===== src/rtl/lane_map_pkg.sv =====
package lane_map_pkg;
  localparam int unsigned MAX_LANES = 8;
  localparam int unsigned SYM_W     = 10;

  typedef enum logic [1:0] {
    WIDTH_X1 = 2'b00,
    WIDTH_X2 = 2'b01,
    WIDTH_X4 = 2'b10,
    WIDTH_X8 = 2'b11
  } width_e;

  typedef struct packed {
    width_e                 width;
    logic [MAX_LANES-1:0]   pol_inv;
    logic                   rev_en;
  } link_cfg_t;

  localparam link_cfg_t CFG_RESET = '{width: WIDTH_X1, pol_inv: '0, rev_en: 1'b0};
endpackage


===== src/rtl/lane_map_cfg.sv =====
module lane_map_cfg
  import lane_map_pkg::*;
(
  input  logic      clk_i,
  input  logic      rst_ni,
  input  logic      link_rst_i,
  input  link_cfg_t cfg_i,
  output link_cfg_t cfg_o
);
  logic armed_q;

  always_ff @(posedge clk_i or negedge rst_ni) begin
    if (!rst_ni) begin
      cfg_o   <= CFG_RESET;
      armed_q <= 1'b0;
    end else begin
      armed_q <= 1'b1;
      if (link_rst_i) cfg_o <= cfg_i;
    end
  end

  // configuration frozen outside link reset
  assert_cfg_frozen_R2: assert property (@(posedge clk_i) disable iff (!rst_ni)
    (armed_q && !$past(link_rst_i)) |-> $stable(cfg_o));
endmodule


===== src/rtl/lane_map_pol.sv =====
module lane_map_pol #(
  parameter int unsigned LANES = 8,
  parameter int unsigned SYM_W = 10
) (
  input  logic [LANES-1:0][SYM_W-1:0] sym_i,
  input  logic [LANES-1:0]            inv_i,
  output logic [LANES-1:0][SYM_W-1:0] sym_o
);
  for (genvar p = 0; p < LANES; p++) begin : g_lane
    assign sym_o[p] = sym_i[p] ^ {SYM_W{inv_i[p]}};
  end
endmodule


===== src/rtl/lane_map_order.sv =====
module lane_map_order
  import lane_map_pkg::*;
#(
  parameter int unsigned LANES = 8,
  parameter int unsigned SYM_W = 10
) (
  input  logic [LANES-1:0][SYM_W-1:0] phys_i,
  input  width_e                      width_i,
  input  logic                        rev_en_i,
  output logic [LANES-1:0][SYM_W-1:0] log_o
);
  localparam int unsigned IDX_W = $clog2(LANES);
  localparam int unsigned CNT_W = IDX_W + 1;

  logic [CNT_W-1:0] n_lanes;
  assign n_lanes = CNT_W'(1) << width_i;

  for (genvar j = 0; j < LANES; j++) begin : g_lane
    localparam logic [CNT_W-1:0] J = CNT_W'(j);
    logic [CNT_W-1:0] src;
    always_comb begin
      src = J;
      if (rev_en_i && n_lanes > CNT_W'(1) && J < n_lanes) src = n_lanes - CNT_W'(1) - J;
      log_o[j] = (J < n_lanes) ? phys_i[src[IDX_W-1:0]] : '0;
    end
  end
endmodule


===== src/rtl/lane_map_top.sv =====
module lane_map_top
  import lane_map_pkg::*;
#(
  parameter int unsigned LANES = MAX_LANES,
  parameter int unsigned SW    = SYM_W
) (
  input  logic              clk_i,
  input  logic              rst_ni,
  input  logic              link_rst_i,
  input  logic [1:0]        width_i,
  input  logic [LANES-1:0]  pol_inv_i,
  input  logic              rev_en_i,
  input  logic              valid_i,
  input  logic [LANES*SW-1:0] sym_i,
  output logic              valid_o,
  output logic [LANES*SW-1:0] sym_o
);
  link_cfg_t cfg_in, cfg_q;
  logic [LANES-1:0][SW-1:0] phys_raw, phys_fix, logical;
  logic armed_q;

  assign cfg_in   = '{width: width_e'(width_i), pol_inv: pol_inv_i, rev_en: rev_en_i};
  assign phys_raw = sym_i;

  lane_map_cfg u_cfg (
    .clk_i      (clk_i),
    .rst_ni     (rst_ni),
    .link_rst_i (link_rst_i),
    .cfg_i      (cfg_in),
    .cfg_o      (cfg_q)
  );

  lane_map_pol #(.LANES(LANES), .SYM_W(SW)) u_pol (
    .sym_i (phys_raw),
    .inv_i (cfg_q.pol_inv),
    .sym_o (phys_fix)
  );

  lane_map_order #(.LANES(LANES), .SYM_W(SW)) u_order (
    .phys_i   (phys_fix),
    .width_i  (cfg_q.width),
    .rev_en_i (cfg_q.rev_en),
    .log_o    (logical)
  );

  always_ff @(posedge clk_i or negedge rst_ni) begin
    if (!rst_ni) begin
      valid_o <= 1'b0;
      sym_o   <= '0;
      armed_q <= 1'b0;
    end else begin
      valid_o <= valid_i;
      sym_o   <= logical;
      armed_q <= 1'b1;
    end
  end

  assert_valid_latency_R9: assert property (@(posedge clk_i) disable iff (!rst_ni)
    armed_q |-> (valid_o == $past(valid_i)));

  // x1: lane 0 straight through after polarity, regardless of reversal
  assert_x1_no_reverse_R7: assert property (@(posedge clk_i) disable iff (!rst_ni)
    (armed_q && $past(cfg_q.width) == WIDTH_X1) |->
      (sym_o[SW-1:0] == ($past(sym_i[SW-1:0]) ^ {SW{$past(cfg_q.pol_inv[0])}})));

  for (genvar j = 1; j < LANES; j++) begin : g_chk
    assert_upper_zero_R3: assert property (@(posedge clk_i) disable iff (!rst_ni)
      (armed_q && (j >= (1 << $past(cfg_q.width)))) |-> (sym_o[j*SW +: SW] == '0));
  end

  // reversed: logical 0 comes from physical N-1 with that lane's polarity bit
  assert_rev_phys_pol_R8: assert property (@(posedge clk_i) disable iff (!rst_ni)
    (armed_q && $past(cfg_q.rev_en) && $past(cfg_q.width) == WIDTH_X8) |->
      (sym_o[SW-1:0] == ($past(sym_i[(LANES-1)*SW +: SW]) ^ {SW{$past(cfg_q.pol_inv[LANES-1])}})));
endmodule


===== config.mk =====
export PLATFORM = sky130hd
export DESIGN_NAME = lane_map_top
export DESIGN_NICKNAME = d
export VERILOG_FILES = /design/src/rtl/lane_map_pkg.sv /design/src/rtl/lane_map_cfg.sv /design/src/rtl/lane_map_pol.sv /design/src/rtl/lane_map_order.sv /design/src/rtl/lane_map_top.sv
export SDC_FILE = /design/constraint.sdc
export NUM_CORES = 1
export LEC_CHECK = 0
export BUFFER_PORTS_ARGS = -buffer_cell sky130_fd_sc_hd__buf_2
export CORE_ASPECT_RATIO = 0.75
export CORE_MARGIN = 4
export CORE_UTILIZATION = 56
export DETAILED_ROUTE_END_ITERATION = 6
export GPL_TIMING_DRIVEN = 0
export PLACE_DENSITY = 0.82
export SYNTH_ARGS = -nofsm -noshare
export SYNTH_HDL_FRONTEND = slang
export SYNTH_HIERARCHICAL = 1
export SYNTH_SLANG_ARGS = --single-unit

===== constraint.sdc =====
create_clock -name clk_i -period 2.8 [get_ports clk_i]
set_clock_uncertainty 0.05 [all_clocks]
set_input_delay 0.14 -clock clk_i [delete_from_list [all_inputs] [get_ports clk_i]]
set_output_delay 0.14 -clock clk_i [all_outputs]
set_load 0.01 [all_outputs]

==> impl.org <==
** Synthesis
- Summing the sequential cell areas from Yosys gives 29.2% of the chip area.
- Avg Synthesized Cell Area :: 9.28 um2
- Area fraction of the dominant cell type after synthesis :: 29.2%
- In this run the cell area of the synthesized design comes to 7900 um2.
- Count leader, synth :: nand2_1
- Number of instances in the synthesized netlist :: 851
- After synthesis, the netlist uses 60 different library cells.
- Yosys attributes the largest share of cell area to dfrtp_1, mux2i_1, xor2_1.
- Counting every net in the synthesized netlist gives 955.
- Most frequent cells after synthesis :: nand2_1, dfrtp_1, mux2i_1, xor2_1, a21oi_1
- Of all cell types, the one taking the most synthesized area is dfrtp_1.
- Async set-reset flop share out of synthesis :: 100%
- Counting flops and latches in the post-synthesis netlist gives 92.
- Number of warnings printed during yosys synthesis :: 6
- Primary FF master, synth :: dfrtp_1
- Number of synthesized flops with an enable pin :: 0

** Clock tree
- TritonCTS Sinks :: 92
- In this run the post-CTS setup repair buffer count came out at 0.
- The root buffer cell chosen for the clock tree is clkbuf_16.
- The H-tree was split into 3 levels.
- For the worst-skew pair, the clock arrives at the later sink with an insertion delay of 0.36 ns.
- Clk buf depth :: 2
- CTS clock-pin slew for the worst setup and hold paths :: 0.07 ns
- In this run, CTS created clock tree buffers numbering 9.
- CTS tree :: built

** Worst setup path
- For this run, the slowest stage of the critical path takes 0.46 ns.
- List of cells traversed by the critical path :: inv_2 > ha_2 > buf_4 > inv_1 > ha_1 > clkbuf_4 > buf_6 > mux2i_1 > nand2_1 > nand3_1 > a21oi_1
- Measured in cells, the most critical reg-to-reg path has a length of 11.
- CP Data Arrival Time :: 2.89 ns
- The worst setup path is launched from a register.
- In this run the number of cells on the critical path is 11.
- The most critical setup path has its endpoint at sym_o[28]$_DFF_PN0_.
- The most critical setup path has its startpoint at u_cfg/cfg_o[9]$_DFFE_PN0P_.
- The critical path is of the register to register type.
- For this design, the slowest cell found on the critical path is dfrtp_1.
- Maximum fanout along the worst path :: 10
- The number of buffers and inverters on the critical path is 5.
- For flop-to-flop paths, the worst setup slack is 0.06 ns.
- The kind of cell with the highest combined delay along the critical path is buffers and inverters.
- Endpoint of the worst-slack reg-to-reg timing path :: sym_o[28]$_DFF_PN0_
- STA puts the critical path data required time at 2.95 ns.
- Type of destination of the critical path :: register
- The startpoint identified for the worst register-to-register timing path is u_cfg/cfg_o[9]$_DFFE_PN0P_.

** Layout
- The final layout contains 1155 nets.
- The area growth from synthesis to layout is 20.7%.
- Fraction of final layout cells sized beyond drive strength 1 :: 30.4%
- Post-route core utilization :: 69.3%
- The repair_antennas step left the layout with diodes totalling 0.
- Leaving out filler cells and counting taps, the final layout contains 1231.

** Floorplanning
- The die is 145 um wide.
- Row generation in the floorplan step produced 37 rows.
- Once the floorplan was initialized, standard cells occupied 57.4% of the core.
- The floorplan step defined a core boundary enclosing 13700 um2.
- The die covers 16100 um2.
- I/O pin total :: 176
- Die Height :: 111 um

** Global routing
- Overall overflow remaining after global route :: 0
- Global-route wire length before repair :: 49.4 mm
- The via count of the first global-routing pass is 8258.
- The number of antenna violations at the first check in global routing came to 0.
- Entering global routing, the biggest net connects 56 pins.
- Overall fraction of global-route tracks in use :: 39.7%

** Pwr
- The worst-case IR drop observed on VDD is 383 uV.
- Final Power :: 5.74 mW
- Leak Pwr :: 4.52 nW
- Power Density :: 602 nW/um2

** Timing
- The worst path needs 2.74 ns of the cycle, external delays included.
- Number of max-slew violations in the final report :: 0
- Hold is met by 0.233 ns.
- Period utilization :: 97.8%
- Timing would allow up to 0.365 GHz.
- Final setup fails :: 0
- Number of failing hold endpoints at the final stage :: 0
- Slew of the pin with the lowest slew margin :: 0.977 ns
- After layout, the worst setup slack is 0.0621 ns.
- Tightest slew margin relative to the limit :: 34.7%
- Unrepaired setup endpoints after global routing :: yes

** Routing
- In the final routed layout, each cell accounts on average for 26.5 um.
- The detailed router finished its first iteration with 1309 violations.
- Vias/cell :: 6.83
- Number of search-and-repair iterations in the first detailed-routing pass :: 6
- Summed over all layers, the routed wires come to 32.6 mm.
- After detailed routing, the number of remaining DRC violations is 0.
- The routed layout has 8402 vias.
- Antenna-violating nets left :: 0

** Worst hold path
- Along the worst hold path, the cell count comes to 3.
- The tightest min-delay check is of the primary input to register type.
- Hold wc startpoint :: link_rst_i

** Placement
- The number of placed instances, taps included, is 1202.
- RD Place Congestion :: 1.07
- Number of buffers inserted by port buffering :: 175
- Timing analysis after detailed placement gives a worst setup slack of -0.269 ns.
- Hpwl dp :: 25.3 mm

** Run status
- The run finished with clean final reports.

** Job
- Total of max-cap violations :: 0
[where the power goes]
group          leakage [nW]  total, mW  internal [mW]  switching, mW
sequential             1.19       1.62           1.55         0.0691
clock                 0.153       1.28          0.725          0.559
combinational          3.18       2.83           1.03           1.81
total                  4.52       5.74           3.31           2.43
[placed cells by master, fill, tap and decap left out, types with 14 or more instances in the layout]
| cell | n |
|---|---|
| nand2_1 | 117 |
| o22ai_1 | 18 |
| a221o_1 | 22 |
| mux2_2 | 35 |
| xor2_1 | 80 |
| o221ai_1 | 30 |
| mux2i_1 | 92 |
| dlygate4sd3_1 | 14 |
| dfrtp_1 | 91 |
| o21ai_0 | 29 |
| a21oi_1 | 57 |
| buf_2 | 200 |
| nor2_1 | 26 |
| buf_6 | 16 |
[cell families (layout without fill, tap and decap cells)]
| family | after synthesis | in the layout | share of synthesized area (%) |
|---|---|---|---|
| buffers and inverters | 85 | 290 | 6.27 |
| muxes | 142 | 142 | 20.0 |
| xor gates and xnor gates | 80 | 80 | 8.87 |
| and+or+nand+nor | 215 | 215 | 13.6 |
| DFF | 92 | 92 | 29.2 |
| adders and majority gates | 9 | 9 | 1.43 |
| AOI/OAI and AO/OA | 228 | 228 | 20.6 |
[stage by stage]
stage,instance area [um2],setup TNS (ns)
6_report,9530,0
5_1_grt,9530,-0.0903
4_1_cts,9480,0
3_5_place_dp,9020,-3.75
3_3_place_gp,8990,-4.15
2_1_floorplan,7900,0
[layer usage]
layer	vias to the layer above	routed length, um	global-route usage (%)
met2	822	12700	53.9
met1	3941	13200	55.9
met5	-	0	0
met4	0	898	13.0
met3	80	5780	17.9
li1	3559	-	-
[area by class of cell]
cell class              instances  area, um2
fillers                      1110       4220
repair buffers                190       1050
flip-flops and latches         92       2300
multi-input cells             674       5130
well taps                     175        219
clock buffers                  10        239
plain buffers                  74        480
inverters                      10       41.3
clock inverters                 6       70.1
[registers in the layout, summed over array words and instances, names as in the netlist]
| signal | cells |
|---|---|
| valid_o | 1 |
| sym_o | 80 |
| u_cfg/cfg_o | 11 |
[timing repair]
action,in CTS,in global routing
resized for setup,6,23
hold buffers,14,0
setup endpoints to repair,34,40
hold endpoints to repair,49,0
[worst register-to-register path, delay by kind of cell (launching register included)]
kind | cells | cell delay, ns
AOI/OAI and AO/OA | 1 | 0.10
adders and majority gates | 2 | 0.59
buffers and inverters | 5 | 0.87
DFF | 1 | 0.46
muxes | 1 | 0.24
and+or+nand+nor | 2 | 0.28
[worst min path at each step]
stage	to	slack, ns
floorplan	sym_o[0]$_DFF_PN0_	-0.21
CTS	sym_o[22]$_DFF_PN0_	0.20
global placement	valid_o$_DFF_PN0_	0.20
finish	u_cfg/cfg_o[1]$_DFFE_PN0P_	0.23
detailed placement	u_cfg/cfg_o[8]$_DFFE_PN0P_	0.1
global route	sym_o[24]$_DFF_PN0_	0.25
Note: power is estimated with default switching activity, not from simulation.
